**src/rtl/line_fill_buf.sv**
```systemverilog
module line_fill_buf #(
  parameter int ADDR_W = 32,
  parameter int WORD_W = 32,
  parameter int WORDS  = 8
) (
  input  logic                         clk,
  input  logic                         rst_n,
  input  logic                         fill_start,
  input  logic [ADDR_W-6:0]            fill_line,
  input  logic                         fill_noncache,
  input  logic                         bus_wide,
  input  logic                         beat_valid,
  input  logic [$clog2(WORDS)-1:0]     beat_word_idx,
  input  logic [2*WORD_W-1:0]          beat_data,
  output logic                         line_complete,
  output logic                         cache_fill_en,
  input  logic                         lookup_valid,
  input  logic [ADDR_W-6:0]            lookup_line,
  input  logic [$clog2(WORDS)-1:0]     lookup_word,
  output logic                         hit,
  output logic [WORD_W-1:0]            hit_data
);
  localparam int IDX_W  = $clog2(WORDS);
  localparam int LINE_W = ADDR_W - 5;

  logic [WORD_W-1:0] words [WORDS];
  logic [WORDS-1:0]  valid_mask;
  logic [LINE_W-1:0] cur_line;
  logic              line_open, cur_nc;

  logic              beat_ok, wr_lo, wr_hi, lk_hit;
  logic [IDX_W-1:0]  hi_idx;
  logic [WORDS-1:0]  lo_bit, hi_bit;

  assign beat_ok = beat_valid & line_open & ~fill_start;
  assign wr_lo   = beat_ok & (~bus_wide | ~beat_word_idx[0]);
  assign wr_hi   = beat_ok & bus_wide & ~beat_word_idx[0];
  assign hi_idx  = beat_word_idx | IDX_W'(1);
  assign lo_bit  = wr_lo ? (WORDS'(1) << beat_word_idx) : '0;
  assign hi_bit  = wr_hi ? (WORDS'(1) << hi_idx) : '0;
  assign lk_hit  = lookup_valid & line_open & (lookup_line == cur_line) & valid_mask[lookup_word];

  assign line_complete = &valid_mask;
  assign cache_fill_en = line_complete & ~cur_nc;

  always_ff @(posedge clk) begin
    if (!rst_n) begin
      line_open  <= 1'b0;
      cur_nc     <= 1'b0;
      cur_line   <= '0;
      valid_mask <= '0;
    end else if (fill_start) begin
      line_open  <= 1'b1;
      cur_nc     <= fill_noncache;
      cur_line   <= fill_line;
      valid_mask <= '0;
    end else begin
      valid_mask <= valid_mask | lo_bit | hi_bit;
    end
  end

  always_ff @(posedge clk) begin
    if (wr_lo) words[beat_word_idx] <= beat_data[WORD_W-1:0];
    if (wr_hi) words[hi_idx]        <= beat_data[2*WORD_W-1:WORD_W];
  end

  always_ff @(posedge clk) begin
    if (!rst_n) begin
      hit      <= 1'b0;
      hit_data <= '0;
    end else begin
      hit      <= lk_hit;
      hit_data <= lk_hit ? words[lookup_word] : '0;
    end
  end
endmodule

```
**config.mk**
```make
export PLATFORM = sky130hd
export DESIGN_NAME = line_fill_buf
export DESIGN_NICKNAME = d
export VERILOG_FILES = /design/src/rtl/line_fill_buf.sv
export SDC_FILE = /design/constraint.sdc
export NUM_CORES = 1
export LEC_CHECK = 0
export ABC_AREA = 1
export ABC_CLOCK_PERIOD_IN_PS = 4300
export BUFFER_PORTS_ARGS = -buffer_cell sky130_fd_sc_hd__buf_4
export CORE_UTILIZATION = 53
export CTS_CLUSTER_DIAMETER = 80
export DETAILED_ROUTE_END_ITERATION = 8
export PLACE_DENSITY = 0.8
export REMOVE_ABC_BUFFERS = 1
export SYNTH_ARGS = -nofsm -noshare
export SYNTH_HDL_FRONTEND = slang
export SYNTH_SLANG_ARGS = --single-unit
```
**constraint.sdc**
```tcl
create_clock -name clk -period 4.3 [get_ports clk]
set_input_delay 0.43 -clock clk [delete_from_list [all_inputs] [get_ports clk]]
set_output_delay 0.43 -clock clk [all_outputs]
set_load 0.1 [all_outputs]
```
-- Word-level counts from Yosys, hierarchy flattened
Memory sizes are Yosys's and may differ from the RTL's. A register that Yosys moved wholly into a read port is not among the register bits.
Cells that the tools add are included.
W data, S select, Z words.
- word-level logic and storage cells: 39
- bits in writable memories: 256
- input port bits: 131
- memories: 1
- register bits: 38
- memory list (name ; depth ; width ; read ports ; clocked after Yosys merged registers in ; wr ports ; RTL line ; text):
    words ; 8 ; 32 ; 1 ; 1 ; 2 ; 26 ; logic [WORD_W-1:0] words [WORDS];
- $lt $le $gt $ge: 1
- bitwise operators: 17
- mux-type cells: 8
- eq/ne operators: 1
- shift operators: 2
- reduce and logical (&&, ||, !) cells: 4
- operator list (operator ; count):
    $eq A27 B27 Y1 ; 1
    $mux W8 ; 2
    $or A8 B8 Y8 ; 2
    $shl A1 B3 Y8 const A ; 2
    $and A1 B1 Y1 ; 9
    $reduce_and A8 Y1 ; 1
    $mux W1 ; 5
    $not A1 Y1 ; 5
    $lt A3 B4 Y1 const B ; 1
    $bmux W1 S3 ; 1
    $reduce_and A2 Y1 ; 1
    $reduce_or A2 Y1 ; 1
    $logic_not A1 Y1 ; 1
    $or A1 B1 Y1 ; 1

-- Longest topological paths before layout
Gate-level depths: netlist of run 1.
- depth in word-level cells: 6
- depth in mapped cells: 12
- depth with buffers taken out: 9

-- Least setup slack after synthesis of run 1
OpenSTA, ideal clock, no wires.
- path kind: input-to-reg
- start: in beat_word_idx[0]
- end: mem words[3][0], enable pin
- cell stages on the path: 4
- arrival time: 3317 ps
- required time: 3833 ps
- buffers on the path: 1
- slack: 515 ps
- library setup time: 467 ps
- cells stage by stage: clkbuf_1 a21oi_1 inv_1 o21ai_0
- RTL lines (item ; RTL line ; text):
    start: declaration ; 13 ; input logic [$clog2(WORDS)-1:0] beat_word_idx,
    end: declaration ; 26 ;

-- Worst setup path in the final report of run 1
- start: reg line_open
- end: reg valid_mask[1]
- word-level cells in the longest chain between the ends: 6
- elaborated cells between the ends (all ways): 9
- classes of those cells: mux (2); bitwise (7)
- ends and longest elaborated chain (item ; RTL line ; text):
    start: declaration ; 29 ; logic line_open, cur_nc;
    start signal: assignment ; 48 ; line_open <= 1'b0;
    start signal: assignment ; 53 ; line_open <= 1'b1;
    $and A1 B1 Y1 * (2 in a row) ; 35 ; assign beat_ok = beat_valid & line_open & ~fill_start;
    $and A1 B1 Y1 (on tied branches) ; 36, 37 ;
    $mux W8 / $and A1 B1 Y1 (equally long branches) ; 39, 37 ;
    $or A8 B8 Y8 / $mux W8 (equally long branches) ; 58, 40 ;
    $or A8 B8 Y8 * ; 58 ; valid_mask <= valid_mask | lo_bit | hi_bit;
    end signal: assignment ; 58 ;
    end: declaration ; 27 ; logic [WORDS-1:0] valid_mask;
Mark *: on every way between the ends. The rest lies on a longest branch, timed or not.
A chain may end at the register's enable or synchronous reset.

==> results of run 1 <==
flip-flops by register name (all words and copies together), names as in the netlist:
register    flops
cur_line       27
cur_nc          1
hit             1
hit_data       32
line_open       1
valid_mask      8
words         256
through the flow:
| stage | utilization (%) | instances | power, mW |
|---|---|---|---|
| floorplan | - | 1489 | 3.77 |
| global placement | 59.4 | 2016 | 4.01 |
| detailed placement | 59.4 | 2016 | 4.03 |
| CTS | 63.6 | 2078 | 6.97 |
| global route | 63.6 | 2078 | 7.15 |
| finish | 63.6 | 2078 | 6.93 |
layout by cell type, fill, tap and decap left out:
master / instances
o21ai_4: 3
clkbuf_1: 10
nand3_2: 2
nand3_1: 10
clkbuf_8: 2
nand3b_1: 1
clkinvlp_4: 1
edfxtp_1: 256
nor2_4: 1
clkinv_2: 5
nor2_1: 309
buf_4: 186
nand2_1: 358
xnor2_1: 10
nor2_2: 1
clkbuf_16: 37
nand2_2: 4
nand4_1: 2
a21oi_1: 18
dfxtp_1: 70
clkinv_1: 8
nor3_1: 7
o21ai_0: 289
inv_2: 3
nand3_4: 1
bufinv_16: 3
inv_1: 111
nor3_2: 29
cell families (layout without fill, tap and decap cells):
| kind of cell | count (synthesis) | after routing |
|---|---|---|
| AO/OA/AOI/OAI | 310 | 310 |
| XOR/XNOR | 10 | 10 |
| buffers and inverters | 211 | 366 |
| flip-flops | 326 | 326 |
| AND/OR/NAND/NOR | 725 | 725 |
worst max-delay path, cell delays in order (launching register included):
cell and delay [ns]:
dfxtp_1 0.33, nand3_1 0.12, nor2_2 0.08, nand3_2 0.06, buf_4 0.51, nand2_2 0.69, o21ai_0 0.43, inv_1 0.07
layer usage:
layer  up-vias  part of all wire, %
met3        87                   11
li1       5458                    -
met4         0                  3.0
met1      5243                   38
met2       606                   48
met5         -                    0
worst max-delay path by stage:
stage,from,to,slack (ns),cells past startpoint
2_1_floorplan,fill_start,words[3][0],0.17,5
3_3_place_gp,fill_start,words[6][22],1.64,7
3_5_place_dp,lookup_word[0],hit_data[31],1.56,9
4_1_cts,line_open,valid_mask[1],1.92,7
5_1_grt,line_open,valid_mask[1],1.72,7
6_report,line_open,valid_mask[1],1.90,7
area by class of cell:
| type | instances | area share, % |
|---|---|---|
| flip-flops and latches | 326 | 53.0 |
| clock buffers | 49 | 5.78 |
| clock inverters | 13 | 0.796 |
| multi-input cells | 1045 | 27.1 |
| well taps | 341 | 2.49 |
| inverters | 118 | 2.59 |
| repair buffers | 186 | 8.15 |
power breakdown:
group	internal (mW)	leakage, nW	total (mW)	switching (mW)
clock network	1.78	0.548	2.96	1.17
logic	0.201	3.68	0.532	0.331
registers	3.43	2.88	3.44	0.0139
==> impl_metrics.csv, run 1 <==
group,metric,value,unit
grt,globalRouteMet1Util,32.1,%
logic_synthesis,synth_flop_cell,"edfxtp_1",
grt,grt_pass1_vias,11149,
detailed_routing,drt-total-wl,36.0,mm
place,io_buffers,165,
detailed_routing,ant_nets,0,
clocking,clockRootBuffer,"clkbuf_16",
grt,busiest_layer,"met2",
grt,grt_pass1_wl,57.0,mm
setup_path,r2r-start,"line_open",
floorplanning,core_area,0.0270,mm^2
clocking,h-tree-depth,2,
clocking,cts_buffers,34,
worst_hold_path,whs_path_depth,3,
detailed_routing,drc,0,
detailed_routing,first_iter_violations,1274,
sta,timing.setup.tns,0,ns
status,status,"complete, no violations",
clocking,ctsResizeCount,0,
grt,track_usage,25.8,%
finish,fin_area,0.0171,mm^2
sta,holdWs,0.149,ns
grt,antenna_found_initial,0,
worst_hold_path,min_path_type,"in2reg",
place,hpwl,21.3,mm
logic_synthesis,synth_mux_area_share,0,%
sta,fin_crit,2.40,ns
clocking,post_cts_buffers,0,
logic_synthesis,synthMostInstantiatedCell,"nand2_1",
detailed_routing,first_pass_iters,6,
floorplanning,die_x,168,um
finish,layout.filler_cells,2109,
worst_hold_path,worst_hold_path.endpoint,"cur_line[5]",
logic_synthesis,synth_area,0.0146,mm^2
logic_synthesis,yosys.area.top_type,"edfxtp_1",
setup_path,critPathMaxFanout,65,
grt,met3_usage,6.43,%
logic_synthesis,synthTopCellsByCount,"362 x nand2_1, 310 x nor2_1, 292 x o21ai_0, 256 x edfxtp_1, 115 x inv_1",
sta,drv_slew,0,
setup_path,setup.worst_path.start_class,"flop",
logic_synthesis,postSynthAreaPerCell,9.20,um^2
logic_synthesis,ys_seq_area_share,62.4,%
logic_synthesis,synth_xor_area_share,0.602,%
sta,finClkSkew,0.00918,ns
sta,worst_pin_slew,1.13,ns
finish,diodes,0,
sta,hold_viol,0,
worst_hold_path,min_from,"fill_line[5]",
finish,multiInputGateArea,0.00465,mm^2
clocking,clkTransAtPathRegs,0.06,ns
finish,area_growth,17.7,%
sta,fin_crit_sh,55.9,%
power_and_ir_drop,peakVddDrop,0.334,mV
logic_synthesis,synth-adder-area-share,0,%
finish,drive_above_1_share,16.0,%
clocking,clock_path_buffers,3,
finish,finish.net_count,1842,
floorplanning,chipHeight,168,um
logic_synthesis,synth_edf_count,256,
clocking,clkLatencyLatePin,0.51,ns
clocking,cts_tree,"built",
logic_synthesis,yosys.area_share.simple,20.3,%
sta,rsz0062_at_grt,"no",
grt,grt.overflow.total,0,
floorplanning,io_pins,166,
logic_synthesis,yosys.area.top_type_share,52.8,%
grt,grt_use_met2,43.3,%
setup_path,required,4.69,ns
place,place_congestion,0.818,
sta,setup_ws,1.90,ns
place,postPlaceCellArea,0.0160,mm^2
logic_synthesis,postSynthCellCount,1582,
logic_synthesis,synth_compound_area_share,10.7,%
setup_path,end_kind,"flop",
setup_path,crit_type,"reg2reg",
logic_synthesis,synthTopCellsByArea,"edfxtp_1 53%, o21ai_0 10%, dfxtp_1 9.6%, nand2_1 9.3%, nor2_1 8.0%",
detailed_routing,wire_per_inst,17.3,um
detailed_routing,vias_per_cell,5.48,
detailed_routing,via_count,11394,
power_and_ir_drop,powerDensity,405,mW/mm^2
power_and_ir_drop,power_leakage,7.11,nW
clocking,cts_hold_buf,0,
job,cap_violations,0,
floorplanning,start_util,54.0,%
floorplanning,fp-row-count,60,
logic_synthesis,ys_types,21,
logic_synthesis,ys_async_sr_fraction,0,%
place,pre_cts_slack,1.56,ns
setup_path,reg2reg_depth,7,
logic_synthesis,synth_seq_cells,326,
sta,fmax,416,MHz
logic_synthesis,synth_top_family_by_area,"simple AND/OR/NAND/NOR gates",
setup_path,reg2reg_slack,1.90,ns
sta,max_slew_margin,23.9,%
grt,grt_max_degree,75,
finish,ff_latch_area,0.00909,mm^2
clocking,cts_sinks,326,
logic_synthesis,yosysWarnings,0,
setup_path,regToRegEndpoint,"valid_mask[1]",
sta,setup_violations,0,
setup_path,worstPathArrival,2.79,ns
floorplanning,die_area,0.0281,mm^2
Note: power is estimated with default switching activity, not from simulation.
==> run 2: changes to the inputs <==
--- a/config.mk
+++ b/config.mk
@@ -6,7 +6,7 @@
 export NUM_CORES = 1
 export LEC_CHECK = 0
 export ABC_AREA = 1
-export ABC_CLOCK_PERIOD_IN_PS = 4300
+export ABC_CLOCK_PERIOD_IN_PS = 2400
 export BUFFER_PORTS_ARGS = -buffer_cell sky130_fd_sc_hd__buf_4
 export CORE_UTILIZATION = 53
 export CTS_CLUSTER_DIAMETER = 80
==> constraint.sdc (replaced) <==
create_clock -name clk -period 2.4 [get_ports clk]
set_input_delay 0.24 -clock clk [delete_from_list [all_inputs] [get_ports clk]]
set_output_delay 0.24 -clock clk [all_outputs]
set_load 0.1 [all_outputs]
==> run 2 against run 1 <==
Sequential share of layout area shrank 2.1 points; cell count up 2.7%; clock power up 72%; clock skew grew 0.0041 ns; count of clock-buffer cells in the layout down 3; die area unchanged; critical endpoint is now cache_fill_en; largest cell class unchanged; largest power group unchanged; highest routed layer unchanged.
==> impl_metrics.csv, run 2 (same netlist as run 1, synthesis figures left out) <==
group,metric,value,unit
finish,largest_reg_flops,256,
sta,rsz0062_at_grt,"no",
status,status,"complete, no violations",
floorplanning,io_pins,166,
sta,hold_viol,0,
floorplanning,fp-row-count,60,
place,dp.cells,2026,
setup_path,path_buf_inv,1,
floorplanning,die_x,168,um
worst_hold_path,min_path_type,"in2reg",
grt,grt.overflow.total,0,
finish,reg.largest.list,"words x256, hit_data x32, cur_line x27",
detailed_routing,wire_per_inst,17.5,um
finish,drive_above_1_share,16.0,%
clocking,clkTransAtPathRegs,0.06,ns
detailed_routing,ant_nets,0,
setup_path,critPathMaxFanout,3,
setup_path,max_stage_delay,0.38,ns
detailed_routing,first_pass_iters,5,
grt,antenna_found_initial,0,
finish,final_common_cell,"nand2_1",
finish,finish.net_count,1899,
place,io_buffers,165,
setup_path,required,2.16,ns
setup_path,crit_type,"reg2out",
grt,grt_pass1_wl,58.9,mm
detailed_routing,via_count,11664,
clocking,clock_path_buffers,3,
power_and_ir_drop,peakVddDrop,0.474,mV
detailed_routing,drc,0,
job,cap_violations,0,
sta,max_slew_margin,66.5,%
grt,track_usage,26.9,%
sta,fmax,507,MHz
sta,setup_violations,0,
sta,fin_crit_sh,82.1,%
floorplanning,core_area,0.0270,mm^2
setup_path,path_cells,"nand4_1 > nor3_1 > buf_4",
clocking,cts_tree,"built",
finish,diodes,0,
setup_path,end_kind,"primary output",
sta,fin_crit,1.97,ns
finish,regMostFlops,"words",
place,hpwl,21.6,mm
clocking,clkLatencyLatePin,0.52,ns
power_and_ir_drop,powerDensity,689,mW/mm^2
sta,finClkSkew,0.0132,ns
finish,layout.cells.non_filler,2135,
floorplanning,die_area,0.0281,mm^2
sta,worst_pin_slew,0.500,ns
grt,grt_pass1_vias,11566,
clocking,clockRootBuffer,"clkbuf_16",
detailed_routing,first_iter_violations,988,
finish,area_growth,22.5,%
floorplanning,chipHeight,168,um
place,place_congestion,0.828,
sta,holdWs,0.00911,ns
clocking,post_cts_buffers,0,
grt,grt_max_degree,65,
clocking,cts_buffers,35,
detailed_routing,vias_per_cell,5.46,
clocking,cts_sinks,326,
clocking,h-tree-depth,2,
setup_path,setup.worst_path.start_class,"flop",
detailed_routing,drt-total-wl,37.4,mm
power_and_ir_drop,power_leakage,7.38,nW
finish,layout_common_cells,"358 x nand2_1, 309 x nor2_1, 289 x o21ai_0",
floorplanning,start_util,54.0,%
setup_path,crit_family,"simple AND/OR/NAND/NOR gates",
setup_path,cpMaxStageDelayCell,"dfxtp_1",
sta,drv_slew,0,
setup_path,worstPathArrival,1.73,ns
## run 2: routing by layer
metal	wire length (um)	GRT usage [%]	vias up
li1	-	-	5589
met1	14200	32.6	5417
met2	18600	47.7	577
met3	3560	5.39	81
met4	991	9.13	0
met5	0	0	-
## run 2: worst reg2reg max path: cells and delay by family (launching register included)
| kind | cells | cell delay [ns] |
|---|---|---|
| simple gates | 1 | 0.15 |
| compound gates | 2 | 0.54 |
| flops | 1 | 0.36 |
| buf+inv | 2 | 0.53 |
## run 2: worst paths after layout
check | slack [ns] | cells after the start | endpoint | from
worst max register to register | 0.49 | 5 | words[7][0] | line_open
worst min register to register | 0.47 | 2 | cur_line[1] | cur_line[1]
worst max-delay path | 0.43 | 3 | cache_fill_en | valid_mask[0]
worst min-delay path | 0.009 | 3 | cur_line[1] | fill_line[1]
## run 2: per-stage QoR
stage / worst slack (ns) / total power [mW] / TNS [ns] / util, % / cell area, um^2
after floorplan: -1.54 / 6.76 / -208.04 / - / 14100
after global placement: 0.509 / 7.20 / 0 / 60.4 / 16300
after detailed placement: 0.397 / 7.24 / 0 / 60.4 / 16300
after CTS: 0.473 / 12.3 / 0 / 66.1 / 17800
after global routing: 0.328 / 12.7 / 0 / 66.1 / 17800
final: 0.429 / 12.3 / 0 / 66.1 / 17800
## run 2: what timing repair did
action / CTS / global route
setup endpoints to repair: 0 / 0
endpoints found under the hold margin: 142 / 0
hold buffers: 46 / 0
resized for setup: 0 / 0
## run 2: area by class of cell
cell class                 instances  area (um^2)
clock inverter                    17          124
sequential                       326         9090
timing repair buffer             242         2130
fill                            2004         9130
tap                              341          427
clock buffer                      46          958
multi-input combinational       1045         4650
inverter                         118          444
## run 2: power breakdown
part	leakage, nW	internal (mW)	switching (mW)
registers	2.88	6.14	0.0246
logic	3.99	0.427	0.609
clock network	0.512	2.93	2.15
total	7.38	9.50	2.78
==> run 3: changes to the inputs <==
--- a/config.mk
+++ b/config.mk
@@ -6,12 +6,12 @@
 export NUM_CORES = 1
 export LEC_CHECK = 0
 export ABC_AREA = 1
-export ABC_CLOCK_PERIOD_IN_PS = 2400
+export ABC_CLOCK_PERIOD_IN_PS = 1800
 export BUFFER_PORTS_ARGS = -buffer_cell sky130_fd_sc_hd__buf_4
 export CORE_UTILIZATION = 53
 export CTS_CLUSTER_DIAMETER = 80
 export DETAILED_ROUTE_END_ITERATION = 8
-export PLACE_DENSITY = 0.8
+export PLACE_DENSITY = 0.83
 export REMOVE_ABC_BUFFERS = 1
 export SYNTH_ARGS = -nofsm -noshare
 export SYNTH_HDL_FRONTEND = slang
==> constraint.sdc (replaced) <==
create_clock -name clk -period 1.8 [get_ports clk]
set_input_delay 0.18 -clock clk [delete_from_list [all_inputs] [get_ports clk]]
set_output_delay 0.18 -clock clk [all_outputs]
set_load 0.1 [all_outputs]
==> run 3 against run 2 <==
Clock power rose by 37%; global-route usage rose by 0.39 points; register-to-register slack got worse by 0.39 ns; critical endpoint unchanged; non-clock buffer count rose by 31; sequential share of layout area fell by 1.0 points; hold slack improved by 0.0084 ns; largest cell class unchanged; sequential cell count did not move; via count rose by 1.1%.
==> impl_metrics.csv, run 3 (same netlist as run 1, synthesis figures left out) <==
group,metric,value,unit
worst_hold_path,min_path_type,"in2reg",
detailed_routing,ant_nets,0,
detailed_routing,first_pass_iters,6,
sta,hold_viol,0,
job,cap_violations,0,
setup_path,path_cells,"nand4_1 > nor3_2 > clkbuf_8",
finish,reg.largest.list,"words x256, hit_data x32, cur_line x27",
sta,fin_crit,1.77,ns
finish,drive_above_1_share,17.3,%
detailed_routing,first_iter_violations,1313,
setup_path,required,1.62,ns
finish,area_growth,25.0,%
sta,holdWs,0.0176,ns
place,hpwl,22.6,mm
finish,finish.net_count,1930,
power_and_ir_drop,power_leakage,7.57,nW
place,pre_cts_slack,0.0823,ns
sta,fmax,566,MHz
setup_path,crit_type,"reg2out",
floorplanning,die_area,0.0281,mm^2
clocking,cts_tree,"built",
clocking,clock_path_buffers,3,
setup_path,crit_family,"simple AND/OR/NAND/NOR gates",
grt,grt_pass1_vias,11751,
clocking,cts_buffers,35,
setup_path,setup.worst_path.start_class,"flop",
detailed_routing,drc,0,
clocking,cts_sinks,326,
floorplanning,core_area,0.0270,mm^2
power_and_ir_drop,peakVddDrop,0.684,mV
grt,grt_pass1_wl,59.6,mm
clocking,clkTransAtPathRegs,0.06,ns
floorplanning,die_x,168,um
setup_path,worstPathArrival,1.59,ns
sta,setup_ws,0.0320,ns
setup_path,path_buf_inv,1,
power_and_ir_drop,finalPower,16.6,mW
sta,max_slew_margin,66.6,%
finish,layout.filler_cells,1870,
floorplanning,io_pins,166,
sta,fin_crit_sh,98.2,%
finish,largest_reg_flops,256,
grt,grt_max_degree,61,
power_and_ir_drop,powerDensity,913,mW/mm^2
sta,setup_violations,0,
place,io_buffers,165,
finish,layout_common_cells,"358 x nand2_1, 309 x nor2_1, 289 x o21ai_0",
finish,final_common_cell,"nand2_1",
setup_path,critPathMaxFanout,3,
clocking,h-tree-depth,2,
floorplanning,start_util,54.0,%
grt,track_usage,27.3,%
floorplanning,chipHeight,168,um
clocking,clockRootBuffer,"clkbuf_16",
detailed_routing,vias_per_cell,5.44,
floorplanning,fp-row-count,60,
detailed_routing,drt-total-wl,38.1,mm
sta,finClkSkew,0.0343,ns
place,place_congestion,0.818,
grt,grt.overflow.total,0,
setup_path,end_kind,"primary output",
finish,regMostFlops,"words",
setup_path,cpMaxStageDelayCell,"dfxtp_2",
status,status,"complete, no violations",
detailed_routing,wire_per_inst,17.6,um
clocking,clkLatencyLatePin,0.54,ns
grt,antenna_found_initial,1,
sta,drv_slew,0,
detailed_routing,via_count,11789,
sta,rsz0062_at_grt,"yes",
setup_path,max_stage_delay,0.34,ns
sta,worst_pin_slew,0.501,ns
==> run 3: changes by cell type in the layout (fill, tap and decap cells not counted), sizes merged <==
| cell | delta |
|---|---|
| clkinvlp | -3 |
| buf | +17 |
| diode | +1 |
| clkinv | -4 |
| clkbuf | +3 |
| inv | +4 |
| dlygate4sd3 | +13 |
| bufinv | +1 |
==> run 3: worst register-to-register path: stages (launching register included) <==
cell and delay (ns):
dfxtp_1 0.35, nand3_1 0.18, a21oi_1 0.24, buf_4 0.17, nand3_1 0.07, nand2_2 0.09, buf_12 0.26
==> run 3: cell type report <==
class / instances / area (um^2) / area share (%)
Antenna cell: 1 / 2.50 / 0.0138
Clock buffer: 48 / 955 / 5.25
Clock inverter: 15 / 153 / 0.839
Inverter: 118 / 443 / 2.43
Multi-Input combinational cell: 1045 / 4660 / 25.6
Sequential cell: 326 / 9090 / 50.0
Tap cell: 341 / 427 / 2.34
Timing Repair Buffer: 273 / 2460 / 13.5
==> run 3: final timing paths <==
| kind | endpoint | slack (ns) | cells after the start | from |
|---|---|---|---|---|
| worst max register to register | words[1][10] | 0.10 | 6 | line_open |
| worst min register to register | cur_line[3] | 0.47 | 2 | cur_line[3] |
| worst max-delay path | cache_fill_en | 0.03 | 3 | valid_mask[0] |
| worst min-delay path | cur_line[1] | 0.02 | 3 | fill_line[1] |
==> run 3: stage by stage <==
step                cell area [um^2]  utilization (%)  cells  TNS [ns]
global route                   18200             67.5   2167   -0.0298
CTS                            18200             67.4   2165         0
finish                         18200             67.5   2167         0
floorplan                      14100                -   1489   -384.41
detailed placement             16500             61.1   2043         0
global placement               16500             61.1   2043         0
==> run 3: what timing repair did <==
action / 4_1_cts / 5_1_grt
buffers inserted: 0 / 1
gates resized for setup: 1 / 9
pin swaps: 0 / 2
hold buffers: 59 / 0
endpoints found under the hold margin: 189 / 0
endpoints found under the setup margin: 1 / 42
==> run 3: where the power goes <==
part           switching (mW)  leakage [nW]  internal, mW
Sequential             0.0348          2.88          8.19
Clock                    2.91         0.542          4.04
Combinational           0.829          4.16         0.599
Total                    3.78          7.57          12.8
==> run 3: routing by layer <==
| layer | GRT usage [%] | share of wire (%) | vias to the layer above |
|---|---|---|---|
| met2 | 47.6 | 50 | 658 |
| met5 | 0 | 0 | - |
| li1 | - | - | 5640 |
| met1 | 32.9 | 37 | 5382 |
| met4 | 10.7 | 3.1 | 0 |
| met3 | 5.86 | 10 | 109 |
